### config.mk
export PLATFORM = sky130hd
export DESIGN_NAME = adcSpiPort
export DESIGN_NICKNAME = d
export VERILOG_FILES = /design/src/rtl/adcSpiPkg.sv /design/src/rtl/adcSpiCtrl.sv /design/src/rtl/adcSpiDpath.sv /design/src/rtl/adcSpiPort.sv
export SDC_FILE = /design/constraint.sdc
export NUM_CORES = 1
export LEC_CHECK = 0
export ABC_AREA = 1
export BUFFER_PORTS_ARGS = -buffer_cell sky130_fd_sc_hd__buf_2
export CAP_MARGIN = 40
export CORE_ASPECT_RATIO = 1.4
export CORE_UTILIZATION = 45
export DETAILED_ROUTE_END_ITERATION = 8
export GPL_ROUTABILITY_DRIVEN = 0
export GPL_TIMING_DRIVEN = 0
export PLACE_DENSITY = 0.67
export SYNTH_ARGS = -nofsm -noshare
export SYNTH_HDL_FRONTEND = slang
export SYNTH_SLANG_ARGS = --single-unit
### constraint.sdc
create_clock -name clk -period 2.9 [get_ports clk]
set_clock_uncertainty 0.05 [all_clocks]
set_input_delay 0.58 -clock clk [delete_from_list [all_inputs] [get_ports clk]]
set_output_delay 0.58 -clock clk [all_outputs]
set_load 0.02 [all_outputs]
### src/rtl/adcSpiPkg.sv
package adcSpiPkg;
  typedef enum logic [2:0] {PH_CMD, PH_RD, PH_WR, PH_CWAIT, PH_CSEND} phase_t;

  localparam logic [2:0] SEL_STATUS = 3'd0;
  localparam logic [2:0] SEL_MODE   = 3'd1;
  localparam logic [2:0] SEL_CONFIG = 3'd2;
  localparam logic [2:0] SEL_DATA   = 3'd3;
  localparam logic [2:0] SEL_OFFSET = 3'd7;

  // strobes from control to datapath, valid for one clk
  typedef struct packed {
    logic       softRst;
    logic       loadRead;
    logic       shiftOut;
    logic       shiftIn;
    logic       commit;
    logic       driveShift;
    logic [2:0] sel;
  } strobe_t;
endpackage

### src/rtl/adcSpiCtrl.sv
module adcSpiCtrl
  import adcSpiPkg::*;
#(
  parameter int DATA_W   = 24,
  parameter int STAT_W   = 8,
  parameter int RST_ONES = 40
) (
  input  logic    clk,
  input  logic    rstN,
  input  logic    csN,
  input  logic    sclk,
  input  logic    din,
  input  logic    notReady,
  output strobe_t st
);
  localparam int CNT_W  = $clog2(DATA_W + 1);
  localparam int ONES_W = $clog2(RST_ONES + 1);

  phase_t            phase;
  logic              sclkQ;
  logic [CNT_W-1:0]  bitCnt;
  logic [ONES_W-1:0] onesCnt;
  logic [6:0]        cmdSh;
  logic [2:0]        curSel;

  logic             rise, fall, cmdDone, lastBit, softHit;
  logic [2:0]       byteSel;
  logic             readable, writable, creadCmd;
  logic [CNT_W-1:0] curLen;

  assign rise     = !csN && sclk && !sclkQ;
  assign fall     = !csN && !sclk && sclkQ;
  // completed byte is {cmdSh, din}: bit7=cmdSh[6], bit6=cmdSh[5], sel=cmdSh[4:2], bit2=cmdSh[1]
  assign byteSel  = cmdSh[4:2];
  assign readable = (byteSel == SEL_STATUS) || (byteSel == SEL_MODE) || (byteSel == SEL_CONFIG) ||
                    (byteSel == SEL_DATA) || (byteSel == SEL_OFFSET);
  assign writable = (byteSel == SEL_MODE) || (byteSel == SEL_CONFIG) || (byteSel == SEL_OFFSET);
  assign creadCmd = cmdSh[1] && (byteSel == SEL_DATA);
  assign curLen   = (curSel == SEL_STATUS) ? CNT_W'(STAT_W - 1) : CNT_W'(DATA_W - 1);
  assign lastBit  = (bitCnt == curLen);
  assign cmdDone  = rise && (phase == PH_CMD) && (bitCnt == CNT_W'(7));
  assign softHit  = rise && din && (onesCnt == ONES_W'(RST_ONES - 1));

  always_comb begin
    st            = '0;
    st.sel        = curSel;
    st.driveShift = (phase == PH_RD) || (phase == PH_CSEND);
    st.shiftOut   = fall && st.driveShift;
    if (softHit) begin
      st.softRst = 1'b1;
    end else if (cmdDone && !cmdSh[6] && cmdSh[5] && readable && !creadCmd) begin
      st.loadRead = 1'b1;
      st.sel      = byteSel;
    end else if (rise && (phase == PH_WR)) begin
      st.shiftIn = 1'b1;
      st.commit  = lastBit;
    end else if ((phase == PH_CWAIT) && !csN && !notReady) begin
      st.loadRead = 1'b1;
      st.sel      = SEL_DATA;
    end
  end

  always_ff @(posedge clk or negedge rstN) begin
    if (!rstN) begin
      phase   <= PH_CMD;
      sclkQ   <= 1'b1;
      bitCnt  <= '0;
      onesCnt <= '0;
      cmdSh   <= '0;
      curSel  <= SEL_STATUS;
    end else begin
      sclkQ <= sclk;
      if (st.softRst) begin
        phase   <= PH_CMD;
        bitCnt  <= '0;
        onesCnt <= '0;
        cmdSh   <= '0;
        curSel  <= SEL_STATUS;
      end else if (csN) begin
        bitCnt  <= '0;
        onesCnt <= '0;
        if (phase == PH_CSEND)      phase <= PH_CWAIT;
        else if (phase != PH_CWAIT) phase <= PH_CMD;
      end else begin
        if (rise) onesCnt <= din ? onesCnt + 1'b1 : '0;
        case (phase)
          PH_CMD: if (rise) begin
            cmdSh <= {cmdSh[5:0], din};
            if (cmdDone) begin
              bitCnt <= '0;
              if (!cmdSh[6]) begin
                if (cmdSh[5] && readable) begin
                  curSel <= byteSel;
                  phase  <= creadCmd ? PH_CWAIT : PH_RD;
                end else if (!cmdSh[5] && writable) begin
                  curSel <= byteSel;
                  phase  <= PH_WR;
                end
              end
            end else begin
              bitCnt <= bitCnt + 1'b1;
            end
          end
          PH_RD, PH_WR, PH_CSEND: if (rise) begin
            if (lastBit) begin
              bitCnt <= '0;
              phase  <= (phase == PH_CSEND) ? PH_CWAIT : PH_CMD;
            end else begin
              bitCnt <= bitCnt + 1'b1;
            end
          end
          PH_CWAIT: if (!notReady) begin
            phase  <= PH_CSEND;
            bitCnt <= '0;
          end
          default: phase <= PH_CMD;
        endcase
      end
    end
  end
endmodule

### src/rtl/adcSpiDpath.sv
module adcSpiDpath
  import adcSpiPkg::*;
#(
  parameter int               DATA_W   = 24,
  parameter int               STAT_W   = 8,
  parameter logic [DATA_W-1:0] MODE_RST = 24'h080060,
  parameter logic [DATA_W-1:0] CONF_RST = 24'h000117,
  parameter logic [DATA_W-1:0] OFFS_RST = 24'h800000
) (
  input  logic              clk,
  input  logic              rstN,
  input  logic              csN,
  input  logic              din,
  input  logic              convValid,
  input  logic [DATA_W-1:0] convData,
  input  strobe_t           st,
  output logic              notReady,
  output logic              doutRdy
);
  logic [DATA_W-1:0] modeReg, confReg, dataReg, offsReg, sh;
  logic [DATA_W-2:0] inSh;
  logic              outBit;
  logic [STAT_W-1:0] statusByte;

  assign statusByte = {notReady, {(STAT_W-1){1'b0}}};

  always_ff @(posedge clk or negedge rstN) begin
    if (!rstN) begin
      modeReg  <= MODE_RST;
      confReg  <= CONF_RST;
      offsReg  <= OFFS_RST;
      dataReg  <= '0;
      notReady <= 1'b1;
      sh       <= '0;
      inSh     <= '0;
      outBit   <= 1'b1;
    end else if (st.softRst) begin
      modeReg  <= MODE_RST;
      confReg  <= CONF_RST;
      offsReg  <= OFFS_RST;
      dataReg  <= '0;
      notReady <= 1'b1;
      sh       <= '0;
      inSh     <= '0;
      outBit   <= 1'b1;
    end else begin
      if (st.loadRead) begin
        case (st.sel)
          SEL_STATUS: sh <= {statusByte, {(DATA_W-STAT_W){1'b0}}};
          SEL_MODE:   sh <= modeReg;
          SEL_CONFIG: sh <= confReg;
          SEL_DATA:   sh <= dataReg;
          default:    sh <= offsReg;
        endcase
        outBit <= 1'b0;
      end else if (st.shiftOut) begin
        outBit <= sh[DATA_W-1];
        sh     <= {sh[DATA_W-2:0], 1'b0};
      end
      if (st.shiftIn) inSh <= {inSh[DATA_W-3:0], din};
      if (st.commit) begin
        case (st.sel)
          SEL_MODE:   modeReg <= {inSh, din};
          SEL_CONFIG: confReg <= {inSh, din};
          SEL_OFFSET: offsReg <= {inSh, din};
          default:    ;
        endcase
      end
      if (convValid) begin
        dataReg  <= convData;
        notReady <= 1'b0;
      end else if (st.loadRead && (st.sel == SEL_DATA)) begin
        notReady <= 1'b1;
      end
    end
  end

  assign doutRdy = csN ? 1'b1 : (st.driveShift ? outBit : notReady);
endmodule

### src/rtl/adcSpiPort.sv
module adcSpiPort
  import adcSpiPkg::*;
#(
  parameter int DATA_W   = 24,
  parameter int STAT_W   = 8,
  parameter int RST_ONES = 40
) (
  input  logic              clk,
  input  logic              rstN,
  input  logic              csN,
  input  logic              sclk,
  input  logic              din,
  input  logic              convValid,
  input  logic [DATA_W-1:0] convData,
  output logic              doutRdy
);
  strobe_t st;
  logic    notReady;

  adcSpiCtrl #(.DATA_W(DATA_W), .STAT_W(STAT_W), .RST_ONES(RST_ONES)) uCtrl (
    .clk(clk), .rstN(rstN), .csN(csN), .sclk(sclk), .din(din),
    .notReady(notReady), .st(st)
  );

  adcSpiDpath #(.DATA_W(DATA_W), .STAT_W(STAT_W)) uDpath (
    .clk(clk), .rstN(rstN), .csN(csN), .din(din), .convValid(convValid),
    .convData(convData), .st(st), .notReady(notReady), .doutRdy(doutRdy)
  );
endmodule

After elaboration in Yosys (flattened, before gate mapping)
Cells that the tools add are included. W data, S select, Z words.

Bits in registers: 170. Output and inout bits: 1. Word-level logic and storage cells: 179.

$add $sub $neg: 2. Eq/ne operators: 26. Muxes and demuxes: 77. Reductions and logical operators: 60.

Operator list (count): $mux W24 (14); $pmux W24 S4 (1); $mux W3 (24); $mux W23 (2); $mux W5 (8); $mux W7 (4); $mux W6 (4); $logic_and A1 B1 Y1 (20); $eq A3 B2 Y1 const B (6); $reduce_bool A2 Y1 (9); $ne A4 B3 Y1 const B (4); $pmux W5 S3 (1); $mux W1 (13); $logic_not A3 Y1 (4); $reduce_bool A3 Y1 (4); $mux W2 (5); $eq A3 B1 Y1 const B (3); $eq A3 B3 Y1 const B (3); $pmux W3 S3 (1); $ne A4 B4 Y1 const B (2); $reduce_and A8 Y1 (1); $logic_not A1 Y1 (7); $logic_or A1 B1 Y1 (7); $add A6 B1 Y6 const B (1); other kinds (15) (17).

Depth between registers and ports, before layout
Depth after elaboration: 16. Mapped depth: 18. Mapped depth without buffers: 18.

Cells and area by module
From an unflattened synthesis, not the netlist that was laid out.

Cells, all modules: 1090. Area total of the unflattened synthesis: 8438.1 sq um.

By module, submodules not included: adcSpiDpath (times used 1, cells each 869, area each 6822.8 sq um); adcSpiCtrl (times used 1, cells each 221, area each 1615.3 sq um).

Worst setup path before layout
No wires, ideal clock.

Path kind: input port to flip-flop. Start point: input csN. End point: register uDpath.offsReg[17]. Data arrival time: 2137 ps. Required time: 2731 ps. Setup slack: 595 ps. Cell stages on the path: 16. Path buffers: 2. Cells stage by stage: inv_2 > nand3_4 > nor2_4 > nand2_2 > nor2_8 > nand2_4 > nand3_2 > nand2_4 > nor2_8 > nand2_2 > nand2_1 > nand2_1 > buf_6 > buf_6 > nand2_1 > o21ai_2.

Word-level cells in the longest chain between the ends: 14. Elaborated cells between the ends (all ways): 27. Those cells by class: eq/ne (1); mux (9); reduce/logical (17).

RTL lines: start: declaration (line adcSpiPort.sv:10) `input logic csN,`; $logic_not A1 Y1 * (line adcSpiCtrl.sv:31, adcSpiCtrl.sv:57); $logic_and A1 B1 Y1 (2 in a row) (line adcSpiCtrl.sv:31) `assign rise = !csN && sclk && !sclkQ;`; $logic_and A1 B1 Y1 (2 in a row) (line adcSpiCtrl.sv:41) `assign cmdDone = rise && (phase == PH_CMD) && (bitCnt == CNT_W'(7));`; $logic_and A1 B1 Y1 (4 in a row) (line adcSpiCtrl.sv:51) `end else if (cmdDone && !cmdSh[6] && cmdSh[5] && readable && !creadCmd) begin`; $mux W3 (line adcSpiCtrl.sv:51); $mux W3 (line adcSpiCtrl.sv:49) `if (softHit) begin`; $eq A3 B3 Y1 (line adcSpiDpath.sv:62) `case (st.sel)`; $reduce_bool A2 Y1 (no source line); $reduce_and A2 Y1 (no source line); end signal: assignment (line adcSpiDpath.sv:65) `SEL_OFFSET: offsReg <= {inSh, din};`; end: declaration (line adcSpiDpath.sv:20) `logic [DATA_W-1:0] modeReg, confReg, dataReg, offsReg, sh;`.

Every way passes the cells marked *; elsewhere a longest branch is shown, timed or not. A chain may end at the register's enable or synchronous reset.

Worst setup path after layout
Start point: register uCtrl.bitCnt[0]. End point: register uDpath.sh[5].

Word-level cells in the longest chain between the ends: 12. Elaborated cells between the ends (all ways): 18. Those cells by class: eq/ne (4); mux (7); reduce/logical (7).

RTL lines: start: declaration (line adcSpiCtrl.sv:21) `logic [CNT_W-1:0] bitCnt;`; start signal: assignment (line adcSpiCtrl.sv:101) `bitCnt <= bitCnt + 1'b1;`; start signal: assignment (line adcSpiCtrl.sv:109) `bitCnt <= bitCnt + 1'b1;`; $eq A5 B3 Y1 * (line adcSpiCtrl.sv:41); $logic_and A1 B1 Y1 * (line adcSpiCtrl.sv:41); $logic_and A1 B1 Y1 * (4 in a row) (line adcSpiCtrl.sv:51); $mux W3 (line adcSpiCtrl.sv:51); $mux W3 (line adcSpiCtrl.sv:49); $eq A3 B2 Y1 (tied with other cells) (line adcSpiDpath.sv:48) `case (st.sel)`; $pmux W24 S4 (line adcSpiDpath.sv:48); $mux W24 (line adcSpiDpath.sv:47) `if (st.loadRead) begin`; $mux W24 (line adcSpiDpath.sv:37) `end else if (st.softRst) begin`; end signal: assignment (line adcSpiDpath.sv:49) `SEL_STATUS: sh <= {statusByte, {(DATA_W-STAT_W){1'b0}}};`; end signal: assignment (line adcSpiDpath.sv:50) `SEL_MODE: sh <= modeReg;`; end signal: assignment (line adcSpiDpath.sv:51) `SEL_CONFIG: sh <= confReg;`; end: declaration (line adcSpiDpath.sv:20).

Marks and branches as above.

==> out/results.ini <==
[run_status]
status=complete, no violations

[job]
maxCapViolations=0

[clocking]
root_buffer=clkbuf_16
tritoncts=built
cts_buffers=17
clock_path_buffers=2
cts.sinks=170
clock_latency_ns=0.43
path_clk_slew_ns=0.07
htree_levels=4

[critical_path]
ff2ff_path_depth=12
start_kind=flip-flop
cp.arrival_ns=3.06
crit_fanout=10
required_ns=3.22
startpoint=uCtrl.bitCnt[0]
worstSetupPathType=flip-flop to flip-flop
r2r-start=uCtrl.bitCnt[0]
crit_path_end_kind=flip-flop
cp-endpoint=uDpath.sh[5]
regToRegSetupSlack_ns=0.17
r2r-end=uDpath.sh[5]

[floorplan]
die_area_mm2=0.0193
ios=31
die_h_um=164
core-area_mm2=0.0181
row_count=58
die_w_um=118
initial_utilization=0.465

[synth]
synth-seq-cells=170
synth_edf_count=0
synth_compound_area_frac=0.130
synth_cells=1058
synth-xor-area-share=0.00416
syn_area_per_cell_um2=7.97
synth_seq_area_share=0.506
synth_top_family_by_area=simple AND/OR/NAND/NOR gates
yosysUniqueCellTypes=40
synthFlopType=dfrtp_1
synth-async-reset-ratio=1.00
yosysWarnings=0
synthAdderAreaFrac=0.00297
yosys.area_share.simple=0.273
synth_mux_area_frac=0
netlist_area_mm2=0.00843
syn_nets=1090

[timing]
worst_pin_slew_ns=0.749
max_slew_margin=0.496
finalSetupViolCount=0
hold_viol_final=0
clock.fmax_ghz=0.366
whs_ns=0.00401
timing.final.crit_share=0.943
slew_violations=0
fin_setup_tns_ns=0
period_minus_slack_ns=2.73
rsz0062_at_grt=yes

[finish]
num_antenna_cells=0
final_cell_area_mm2=0.00955
layout-drive-gt1-share=0.133
syn2layout_area_growth_pct=13.3
utilization=0.526
layout.nets=1141
final-instance-count-excl-fill=1362
fill_cells=1724

[routing]
drc=0
wirelength_mm=22.9
routed-wl-met2_mm=12.0
wl_met3_um=915
topRoutingLayerUsed=met4
drtAntennaViolNets=0
wl_per_cell_um=16.8
vias_per_cell=5.24
dr.pass1.iters=5
drt_iter0_markers=645
wl_met1_mm=9.28
vias=7131

[power_and_ir_drop]
power.density_mw_per_mm2=680
ir_drop_mv=0.457
p_leak_nw=4.57

[global_routing]
grt_usage=0.250
grt_pass1_wl_mm=36.9
grt_max_degree=115
grt_overflow=0
grt_pass1_vias=7111
grt_antenna_before_repair=0

[placement]
dp_hpwl_mm=17.0
dpl.cell_count=1330
placed_area_mm2=0.00892
port-buffer-count=30

[hold_path]
hp-class=primary input to asynchronous set/reset pin

## where the power goes
| group | total, W | leakage (nW) | internal (W) | switching [W] |
|---|---|---|---|---|
| combinational | 0.00128 | 2.01 | 0.000422 | 0.000860 |
| clock | 0.00242 | 0.307 | 0.00141 | 0.00101 |
| sequential | 0.00279 | 2.26 | 0.00260 | 0.000191 |
## synthesized netlist by cell type, types with 5 or more instances
cell      instances  area [um^2]
a21oi_1          16         80.1
buf_1             6         22.5
buf_2            14         70.1
buf_4             6         45.0
buf_6             5         56.3
clkbuf_1         21         78.8
dfrtp_1         158         3950
dfstp_2          12          315
inv_1           108          405
nand2_1         292         1100
nand2_4           5         56.3
nand3_1         110          551
nand3_2           6         60.1
nand4_1           7         43.8
nor2_1           68          255
nor3_1            8         40.0
o21ai_0         105          526
o21ai_1          52          260
o21ai_2          14          123
o22ai_1           5         31.3
## cell families (layout without fill, tap and decap cells)
kind of cell,Yosys count,after routing
flops,170,170
xor+xnor,4,4
buf+inv,167,231
simple gates,513,513
compound gates,202,202
fa+ha+maj,2,2
## through the flow
step,total power [W],setup WS [ns]
2_1_floorplan,0.00369,0.595
3_3_place_gp,0.00405,-1.44
3_5_place_dp,0.00409,-0.0491
4_1_cts,0.00652,0.141
5_1_grt,0.00678,-0.0138
6_report,0.00650,0.166
## registers in the layout, indices dropped and copies added, names as in the netlist
signal	cells
uDpath.modeReg	24
uDpath.notReady	1
uCtrl.sclkQ	1
uCtrl.cmdSh	7
uDpath.outBit	1
uCtrl.onesCnt	6
uDpath.sh	24
uDpath.dataReg	24
uDpath.inSh	23
uDpath.offsReg	24
uCtrl.bitCnt	5
uCtrl.curSel	3
uCtrl.phase	3
uDpath.confReg	24
## worst min-delay path by stage
stage	cells after the start	to	slack [ns]	startpoint
3_3_place_gp	2	uDpath.offsReg[14]	0.41	uDpath.offsReg[14]
4_1_cts	1	uCtrl.onesCnt[5]	0.02	rstN
2_1_floorplan	0	uCtrl.bitCnt[0]	0.23	rstN
5_1_grt	1	uCtrl.onesCnt[5]	0.04	rstN
3_5_place_dp	2	uDpath.offsReg[14]	0.41	uDpath.offsReg[14]
6_report	1	uCtrl.onesCnt[5]	0.004	rstN
## worst max-delay path, stage by stage, from the launching register on
cell     delay [ns]
dfrtp_1        0.40
ha_1           0.20
nand2_1        0.11
nor3_1         0.22
nand2_2        0.15
nor2_8         0.15
nand2_4        0.11
nand2_1        0.30
nor2_1         0.11
inv_1          0.28
buf_1          0.40
nand2_1        0.11
nand2_1        0.08
## per-layer routing
| metal | vias to the layer above | global-route usage |
|---|---|---|
| li1 | 3528 | - |
| met1 | 3376 | 0.289 |
| met2 | 182 | 0.459 |
| met3 | 45 | 0.0378 |
| met4 | 0 | 0.109 |
| met5 | - | 0 |
## repair_timing
action | in CTS | in global routing
setup endpoints to repair | 0 | 40
hold endpoints to repair | 0 | 0
setup buffers | 0 | 0
hold buffers | 0 | 0
gates resized for setup | 0 | 7
## layout by cell type (no fill, tap or decap), types with 4 or more instances in the layout
cell type	synthesis	layout
nor3_1	8	8
o21ai_2	14	14
inv_6	0	5
clkbuf_1	21	20
buf_1	6	5
nand2_4	5	5
nand2_1	292	292
buf_4	6	6
inv_2	4	4
dfrtp_1	158	158
clkbuf_16	0	17
buf_6	5	5
xor2_1	4	4
nand3_2	6	6
o21ai_0	105	104
nand3_1	110	110
nor2_1	68	68
clkbuf_2	1	5
nor2_4	4	4
nand4_1	7	7
dfstp_2	12	12
o21ai_1	52	53
a21oi_1	16	16
o22ai_1	5	5
inv_1	108	108
buf_2	14	43
## cell type report
class                      count  area, um^2  area share
timing repair buffer          32         191      0.0200
clock buffer                  19         443      0.0464
sequential                   170        4270       0.447
buffer                        53         283      0.0296
inverter                     114         430      0.0451
tap                          240         300      0.0315
clock inverter                13         179      0.0187
multi-input combinational    721        3450       0.362
No activity file was read; power rests on OpenSTA's default activity.
